===== src/rtl/scan_shadow_pkg.sv =====
package scan_shadow_pkg;

  typedef enum logic [1:0] {
    CELL_MUX    = 2'd0,
    CELL_SHADOW = 2'd1,
    CELL_NOSCAN = 2'd2
  } cell_kind_e;

  typedef struct packed {
    logic shiftEn;     // chain path selected at the scan flop
    logic showShadow;  // shadow flop drives the cell outputs
  } scan_strobe_t;

endpackage


===== src/rtl/scan_shadow_ctrl.sv =====
module scan_shadow_ctrl
  import scan_shadow_pkg::*;
(
  input  logic         scanEn,
  input  logic         shadowSel,
  output scan_strobe_t strb
);

  always_comb begin
    strb.shiftEn    = scanEn;
    strb.showShadow = shadowSel;
  end

endmodule


===== src/rtl/scan_shadow_cell.sv =====
module scan_shadow_cell
  import scan_shadow_pkg::*;
#(
  parameter cell_kind_e KIND = CELL_MUX
) (
  input  logic         clk,
  input  logic         rstN,
  input  scan_strobe_t strb,
  input  logic         funcD,
  input  logic         chainIn,
  output logic         cellQ,
  output logic         chainOut
);

  generate
    if (KIND == CELL_SHADOW) begin : g_shadow
      logic mainQ;
      logic shadowQ;

      // main flop: functional D only, no multiplexer
      always_ff @(posedge clk or negedge rstN) begin
        if (!rstN) mainQ <= 1'b0;
        else       mainQ <= funcD;
      end

      always_ff @(posedge clk or negedge rstN) begin
        if (!rstN) shadowQ <= 1'b0;
        else       shadowQ <= strb.shiftEn ? chainIn : funcD;
      end

      assign cellQ    = strb.showShadow ? shadowQ : mainQ;
      assign chainOut = cellQ;


      main_tracks_func_chk: assert property (@(posedge clk) disable iff (!rstN)
        $past(rstN) |-> mainQ == $past(funcD));

      shadow_shift_chk: assert property (@(posedge clk) disable iff (!rstN)
        ($past(rstN) && $past(strb.shiftEn)) |-> shadowQ == $past(chainIn));

      shadow_capture_chk: assert property (@(posedge clk) disable iff (!rstN)
        ($past(rstN) && !$past(strb.shiftEn)) |-> shadowQ == $past(funcD));
    end else if (KIND == CELL_NOSCAN) begin : g_noscan
      logic mainQ;
      logic unusedStrb;

      always_ff @(posedge clk or negedge rstN) begin
        if (!rstN) mainQ <= 1'b0;
        else       mainQ <= funcD;
      end

      assign unusedStrb = ^strb;
      assign cellQ      = mainQ;
      assign chainOut   = chainIn;


      noscan_capture_chk: assert property (@(posedge clk) disable iff (!rstN)
        $past(rstN) |-> cellQ == $past(funcD));
    end else begin : g_mux
      logic mainQ;
      logic unusedSel;

      always_ff @(posedge clk or negedge rstN) begin
        if (!rstN) mainQ <= 1'b0;
        else       mainQ <= strb.shiftEn ? chainIn : funcD;
      end

      assign unusedSel = strb.showShadow;
      assign cellQ     = mainQ;
      assign chainOut  = mainQ;


      mux_shift_chk: assert property (@(posedge clk) disable iff (!rstN)
        ($past(rstN) && $past(strb.shiftEn)) |-> cellQ == $past(chainIn));

      mux_capture_chk: assert property (@(posedge clk) disable iff (!rstN)
        ($past(rstN) && !$past(strb.shiftEn)) |-> cellQ == $past(funcD));
    end
  endgenerate

endmodule


===== src/rtl/scan_shadow_datapath.sv =====
module scan_shadow_datapath
  import scan_shadow_pkg::*;
#(
  parameter int               WIDTH = 8,
  parameter logic [2*WIDTH-1:0] KINDS = '0
) (
  input  logic             clk,
  input  logic             rstN,
  input  scan_strobe_t     strb,
  input  logic [WIDTH-1:0] dataD,
  input  logic             chainHead,
  output logic [WIDTH-1:0] dataQ,
  output logic             chainTail
);

  localparam int LINKS = WIDTH + 1;

  // link[i] feeds position i; non-scan cells pass it on unchanged
  logic [LINKS-1:0] link;

  assign link[0] = chainHead;

  generate
    for (genvar i = 0; i < WIDTH; i++) begin : g_pos
      localparam cell_kind_e K = cell_kind_e'(KINDS[2*i +: 2]);
      scan_shadow_cell #(.KIND(K)) u_cell (
        .clk     (clk),
        .rstN    (rstN),
        .strb    (strb),
        .funcD   (dataD[i]),
        .chainIn (link[i]),
        .cellQ   (dataQ[i]),
        .chainOut(link[i+1])
      );
    end
  endgenerate

  assign chainTail = link[LINKS-1];


  mission_register_chk: assert property (@(posedge clk) disable iff (!rstN)
    ($past(rstN) && !$past(strb.shiftEn) && !strb.showShadow) |-> dataQ == $past(dataD));

endmodule


===== src/rtl/scan_shadow_chain.sv =====
module scan_shadow_chain
  import scan_shadow_pkg::*;
#(
  parameter int                 WIDTH = 8,
  parameter logic [2*WIDTH-1:0] KINDS = 16'h9064
) (
  input  logic             clk,
  input  logic             rstN,
  input  logic [WIDTH-1:0] funcIn,
  input  logic             scanIn,
  input  logic             scanEn,
  input  logic             shadowSel,
  output logic [WIDTH-1:0] funcOut,
  output logic             scanOut
);

  scan_strobe_t strb;

  scan_shadow_ctrl u_ctrl (
    .scanEn   (scanEn),
    .shadowSel(shadowSel),
    .strb     (strb)
  );

  scan_shadow_datapath #(.WIDTH(WIDTH), .KINDS(KINDS)) u_dp (
    .clk      (clk),
    .rstN     (rstN),
    .strb     (strb),
    .dataD    (funcIn),
    .chainHead(scanIn),
    .dataQ    (funcOut),
    .chainTail(scanOut)
  );

endmodule


===== config.mk =====
export PLATFORM = sky130hd
export DESIGN_NAME = scan_shadow_chain
export DESIGN_NICKNAME = d
export VERILOG_FILES = /design/src/rtl/scan_shadow_pkg.sv /design/src/rtl/scan_shadow_ctrl.sv /design/src/rtl/scan_shadow_cell.sv /design/src/rtl/scan_shadow_datapath.sv /design/src/rtl/scan_shadow_chain.sv
export SDC_FILE = /design/constraint.sdc
export NUM_CORES = 1
export LEC_CHECK = 0
export ABC_AREA = 1
export BUFFER_PORTS_ARGS = -buffer_cell sky130_fd_sc_hd__buf_2
export CORE_AREA = 3 3 40 42
export CTS_CLUSTER_DIAMETER = 50
export CTS_CLUSTER_SIZE = 12
export DETAILED_ROUTE_END_ITERATION = 16
export DIE_AREA = 0 0 43 45
export RECOVER_POWER = 100
export SLEW_MARGIN = 10
export SYNTH_ARGS = -nofsm -noshare
export SYNTH_HDL_FRONTEND = slang
export SYNTH_SLANG_ARGS = --single-unit
export TNS_END_PERCENT = 100

===== constraint.sdc =====
create_clock -name clk -period 1.8 [get_ports clk]
set_input_delay 0.36 -clock clk [delete_from_list [all_inputs] [get_ports clk]]
set_output_delay 0.36 -clock clk [all_outputs]
set_load 0.02 [all_outputs]

== Yosys cells after proc, flatten, opt, wreduce, memory -nomap -nowiden ==
Index checks and enable logic that the tools add are counted.

* Word-level logic and storage cells: 20
* Output and inout port bits: 9
* Flip-flop bits (word level): 11
* Latch bits: 0
* Bits in writable memories: 0
* Memories: 0
* Input port bits: 13
* Bits in read-only memories: 0

* Bitwise gates (word level): 0
* Magnitude comparators: 0
* Reduce and logical (&&, ||, !) cells: 0
* Equal/unequal tests: 0
* Muxes and demuxes: 9
* Divide/modulo/power cells: 0
* Shifts and indexed selects: 0
* Add/sub/neg operators: 0
* Multiply operators: 0

{| class="wikitable"
|+ Operators with widths
! operator !! number
|-
| 1-bit two-way mux || 9
|}

== Longest topological paths before layout ==
Gate-level depths: netlist (run 1).

* Depth in word-level cells: 2
* Gate-level depth with buffers: 4

== Modules after synthesis ==
From an unflattened synthesis (run 1), not the netlist that was laid out.

* Cell total of the unflattened synthesis: 57
* Area total of the unflattened synthesis: 485.5 um2

{| class="wikitable"
|+ By module, submodules not included
! module !! instances !! area an instance (um2) !! cells an instance
|-
| scan_shadow_cell at u_dp.g_pos[1].u_cell ... || 3 || 87.6 || 11
|-
| scan_shadow_cell at u_dp.g_pos[0].u_cell ... || 3 || 47.5 || 6
|-
| scan_shadow_cell at u_dp.g_pos[2].u_cell ... || 2 || 32.5 || 2
|-
| scan_shadow_ctrl || 1 || 15.0 || 2
|}

== Worst setup path before layout (run 1) ==
OpenSTA, ideal clock, no wires.

* Path type: input to output
* Start point: in shadowSel
* End point: out funcOut[6]
* Data arrival time: 0.817 ns
* Path slack: 0.623 ns
* Path buffers: 1
* Cell stages on the path: 4
* Cells stage by stage: inv_1 -> nand2_1 -> nand2_1 -> buf_4

* Cells in the longest elaborated chain, start to end: 1

{| class="wikitable"
|+ Ends and longest elaborated chain
! item !! line !! text
|-
| start, declared || scan_shadow_chain.sv:12 || <nowiki>input logic shadowSel,</nowiki>
|-
| 1-bit two-way mux || scan_shadow_cell.sv:31 || <nowiki>assign cellQ = strb.showShadow ? shadowQ : mainQ;</nowiki>
|-
| end, declared || scan_shadow_chain.sv:13 || <nowiki>output logic [WIDTH-1:0] funcOut,</nowiki>
|}

Every way passes these cells.

== Final worst setup path (run 1) ==
* Start point: reg u_dp.g_pos[1].u_cell.g_shadow.shadowQ
* End point: out funcOut[1]

* Cells in the longest elaborated chain, start to end: 1

{| class="wikitable"
|+ Ends and longest elaborated chain
! item !! line !! text
|-
| start, declared || scan_shadow_cell.sv:18 || <nowiki>logic shadowQ;</nowiki>
|-
| start signal, assigned || scan_shadow_cell.sv:28 || <nowiki>else shadowQ <= strb.shiftEn ? chainIn : funcD;</nowiki>
|-
| 1-bit two-way mux || scan_shadow_cell.sv:31 ||
|}

Every way passes these cells.

==> results of run 1 <==
[critical path: stages, from the launching register on]
cell	delay (ns)
dfrtp_1	0.35
inv_1	0.05
nand2_1	0.05
and2_1	0.15
clkbuf_1	0.16
[timing repair]
action	CTS	global route
setup endpoints to repair	0	0
hold buffers	1	0
hold endpoints to repair	11	0
[cell usage after synthesis]
cell     count  area [µm²]
dfrtp_1     11         275
nand3_1      2        10.0
nand2_1     23        86.3
and2_1       2        12.5
inv_1        5        18.8
buf_4        8        60.1
inv_2        1        3.75
[per-stage QoR]
stage	util, %	worst slack [ns]
2_1_floorplan	-	0.623
3_3_place_gp	41.3	0.547
3_5_place_dp	41.3	0.535
4_1_cts	44.1	0.421
5_1_grt	43.0	0.341
6_report	43.0	0.419
[cells by family (layout without fill, tap and decap cells)]
kind of cell  after synthesis  after routing  share of synthesized area, %
buf+inv                    14             32                          17.7
flops                      11             11                          59.0
simple gates               27             27                          23.3
[routing by layer]
| metal | GRT usage, % | wire (µm) | up-vias |
|---|---|---|---|
| met2 | 10.8 | 321 | 13 |
| li1 | - | - | 179 |
| met1 | 10.4 | 312 | 140 |
| met3 | 2.39 | 74 | 2 |
| met5 | 0 | 0 | - |
| met4 | 10.8 | 12 | 0 |
[state kept, by name (all words and copies together), names as in the netlist]
register                            count
u_dp.g_pos.u_cell.cellQ                 5
u_dp.g_pos.u_cell.g_shadow.mainQ        3
u_dp.g_pos.u_cell.g_shadow.shadowQ      3
[area by class of cell]
cell class	count	area, µm²	share of cell area, %
Sequential cell	11	275	49.8
Timing Repair Buffer	22	101	18.3
Multi-Input combinational cell	27	109	19.7
Tap cell	15	18.8	3.39
Inverter	6	22.5	4.07
Clock buffer	4	26.3	4.75
[worst max-delay path by stage]
stage                  to  depth (start not counted)
2_1_floorplan  funcOut[6]                          4
6_report       funcOut[1]                          4
3_3_place_gp   funcOut[1]                          5
4_1_cts        funcOut[1]                          4
5_1_grt        funcOut[1]                          4
3_5_place_dp   funcOut[1]                          5
[power breakdown]
group	switching (µW)	internal, µW
combinational	52.7	27.1
clock	72.3	85.5
sequential	5.19	264
==> reports/results.ini, run 1 <==
[clocking]
postCtsSetupBuffers=0
numCtsBuffers=3
clk_pin_slew_ns=0.06
clk_path_buf_depth=2
clk_latency_ns=0.26
ctsResizeCount=0
ctsRootBufferMaster=clkbuf_4
cts_tree=done
h-tree-depth=1
cts_sinks=11

[sta]
relSlewSlack_pct=64.4
fin_skew_ns=0.00168
fin_crit_ns=1.38
setup_violations=0
period_share_pct=76.7
tightest_slew_ns=0.534
hold_viol=0
max_freq_ghz=0.724
fin_setup_tns_ns=0
fin_hold_ws_ns=0.205
rsz0062_at_grt=no
drv_slew=0

[yosys]
yosys_warnings=0
postSynthCellCount=52
synth_seq_cells=11
netlist_area_um2=467
synthesis.nets=65
avgSynthCellArea_um2=8.97
synthDistinctLibCells=7
yosysSeqAreaShare_pct=59.0

[route]
initialDrtViolationCount=4
wl_per_cell_um=8.47
drtPass1Iterations=2
routed_via_density=3.93
drt-total-wl_um=720
antenna_left=0
dr_total_vias=334
drc=0

[worst_setup_path]
worstPathMaxFanout=2
worstPathArrival_ns=1.02
cp-end-kind=output pin
r2r_slack_ns=1.09
setup.worst_path.start=u_dp.g_pos[1].u_cell.g_shadow.shadowQ$_DFF_PN0_
start_kind=flop
worst_r2r_path_depth=4
crit-reg2reg-launch=u_dp.g_pos[3].u_cell.g_shadow.shadowQ$_DFF_PN0_
crit_required_ns=1.44
r2r-end=u_dp.g_pos[4].u_cell.cellQ$_DFF_PN0_
critPathKind=reg -> out

[placement]
dpl.hpwl_um=570
placed_cells=80
placed_area_um2=531
io_buffers=21
gp_congestion=0.807

[power_and_ir_drop]
p_per_area_nw_per_um2=917
max-vdd-ir-drop_uv=298
leakage_uw=0.000307
power_uw=507

[status]
status=completed

[floorplan]
placement_rows=13
io_pins=22
die_w_um=43
die_h_um=45
dieArea_um2=1940
start_util_pct=36.3
core_um2=1280

[min_path]
whs_endpoint=u_dp.g_pos[2].u_cell.cellQ$_DFF_PN0_
hold_path.class=in -> reg
hold_start=funcIn[2]
worst_hold_path.num_cells=1

[global_routing]
gr-total-overflow=0
grt_max_degree=12
grt_pass1_wl_um=1100
grt_pass1_vias=279
grtUsageTotal_pct=8.55
antenna_found_initial=0

[job]
cap_violations=0

[cells_and_area]
antenna_cells=0
drive_above_1_share_pct=18.6
stdcell_count=85
final_common_cell=nand2_1
syn_to_final_growth_pct=18.5
n_fill_cell=138
final_cell_mix=nand2_1 (23), clkbuf_1 (12), dfrtp_1 (11)
fin_area_um2=553
nNetsFinal=84

No activity file was read; power rests on OpenSTA's default activity.
==> inputs of run 2 (changes only) <==
==> constraint.sdc (replaced) <==
create_clock -name clk -period 1.4 [get_ports clk]
set_input_delay 0.28 -clock clk [delete_from_list [all_inputs] [get_ports clk]]
set_output_delay 0.28 -clock clk [all_outputs]
set_load 0.02 [all_outputs]
==> run 2 against run 1 <==
Against the previous run:
- power up 29%
- clock-buffer cell count unchanged
- hold slack got worse by 0.080 ns
- sequential cell count did not move
- sequential share of layout area down 0.22 points
- clock power grew 28%
- non-clock buffer count unchanged
- global-route usage did not move
- final area increased by 0.45%
- register-to-register slack lost 0.40 ns
- final cell count did not move
- via count stayed put
==> reports/results.ini, run 2 (same netlist as run 1, synthesis figures left out) <==
[sta]
hold_viol=0
period_share_pct=91.9
fin_crit_ns=1.29
tightest_slew_ns=0.534
max_freq_ghz=0.777
fin_skew_ns=0.00168
relSlewSlack_pct=64.4
drv_slew=0
fin_setup_tns_ns=0
setup_violations=0
rsz0062_at_grt=no

[worst_setup_path]
critPathKind=reg -> out
slowest_stage=dfrtp_1
worstPathMaxFanout=2
crit_required_ns=1.12
worstPathArrival_ns=1.01
cp-end-kind=output pin
max_stage_delay_ns=0.35
start_kind=flop
path_cells=inv_1 -> nand2_1 -> and2_1 -> clkbuf_2

[job]
cap_violations=0

[floorplan]
die_w_um=43
start_util_pct=36.3
io_pins=22
die_h_um=45
placement_rows=13
dieArea_um2=1940
core_um2=1280

[clocking]
cts_sinks=11
clk_pin_slew_ns=0.06
clk_path_buf_depth=2
h-tree-depth=1
ctsRootBufferMaster=clkbuf_4
numCtsBuffers=3
cts_tree=done
postCtsSetupBuffers=0
clk_latency_ns=0.26

[placement]
gp_congestion=0.807
io_buffers=21
dpl.hpwl_um=570
placed_cells=80

[cells_and_area]
fin_util_pct=43.2
syn_to_final_growth_pct=19.0
largest_reg_flops=5
final_common_cell=nand2_1
final_cell_mix=nand2_1 (23), dfrtp_1 (11), clkbuf_1 (10), buf_2 (10), inv_1 (6)
antenna_cells=0
drive_above_1_share_pct=21.4
stdcell_count=85
nNetsFinal=84

[status]
status=completed

[power_and_ir_drop]
pwr-share-comb_pct=15.9
max-vdd-ir-drop_uv=384
internal_power_uw=486
pwr-share-seq_pct=53.0
switchingPower_uw=167
switching_share_pct=25.6
leakage_uw=0.000313
clock_power_share_pct=31.0
p_per_area_nw_per_um2=1180

[global_routing]
grt_pass1_wl_um=1100
gr-total-overflow=0
antenna_found_initial=0
grtUsageTotal_pct=8.55
grt_max_degree=12
grt_pass1_vias=279

[min_path]
hold_path.class=in -> reg

[route]
drt-total-wl_um=717
initialDrtViolationCount=4
drc=0
wl_per_cell_um=8.44
antenna_left=0
routed_via_density=3.93
drtPass1Iterations=2
dr_total_vias=334

## run 2: cell counts in the layout (fill, tap and decap cells not counted)
No cell type changed its count.
## run 2: critical path, delay by kind of cell, from the launching register on
kind | cells | cell delay [ns]
flip-flops | 1 | 0.35
buffers and inverters | 2 | 0.20
AND/OR/NAND/NOR | 2 | 0.20
## run 2: worst paths after layout
| check | from | to | slack [ns] | cells after the start |
|---|---|---|---|---|
| setup / recovery | u_dp.g_pos[1].u_cell.g_shadow.shadowQ$_DFF_PN0_ | funcOut[1] | 0.11 | 4 |
| hold / removal | funcIn[2] | u_dp.g_pos[2].u_cell.cellQ$_DFF_PN0_ | 0.12 | 1 |
| setup reg to reg | u_dp.g_pos[3].u_cell.g_shadow.shadowQ$_DFF_PN0_ | u_dp.g_pos[4].u_cell.cellQ$_DFF_PN0_ | 0.69 | 4 |
| hold reg to reg | u_dp.g_pos[0].u_cell.cellQ$_DFF_PN0_ | u_dp.g_pos[1].u_cell.g_shadow.shadowQ$_DFF_PN0_ | 0.48 | 2 |
| max in group asynchronous | rstN | u_dp.g_pos[2].u_cell.cellQ$_DFF_PN0_ | 0.54 | 2 |
| min in group asynchronous | rstN | u_dp.g_pos[6].u_cell.g_shadow.mainQ$_DFF_PN0_ | 0.50 | 2 |
## run 2: through the flow
stage               hold slack, ns  total power (µW)  area (µm²)  setup slack, ns
finish                       0.125               654         556            0.114
global route                 0.115               692         556           0.0437
CTS                          0.113               675         567            0.101
detailed placement           0.156               462         531            0.295
global placement             0.155               462         531            0.307
floorplan                  -0.0156               437         467            0.381
## run 2: area by class of cell
cell class                 instances  area [µm²]
timing repair buffer              22         104
tap                               15        18.8
fill                             141         729
multi-input combinational         27         109
inverter                           6        22.5
sequential                        11         275
clock buffer                       4        26.3
## run 2: per-layer routing
metal	GRT usage (%)	part of all wire (%)
met1	10.4	43
met2	10.8	45
met3	2.39	9.9
met4	10.8	1.7
met5	0	0
## run 2: timing repair
action | in CTS | in global routing
hold endpoints to repair | 11 | 0
resized for setup | 0 | 0
hold buffers | 1 | 0
## run 2: power groups by stage
stage | Sequential (µW) | Clock, µW | Combinational, µW
6_report | 347 | 203 | 104
3_3_place_gp | 353 | 0 | 109
4_1_cts | 346 | 217 | 112
5_1_grt | 349 | 225 | 119
2_1_floorplan | 352 | 0 | 84.7
3_5_place_dp | 352 | 0 | 110
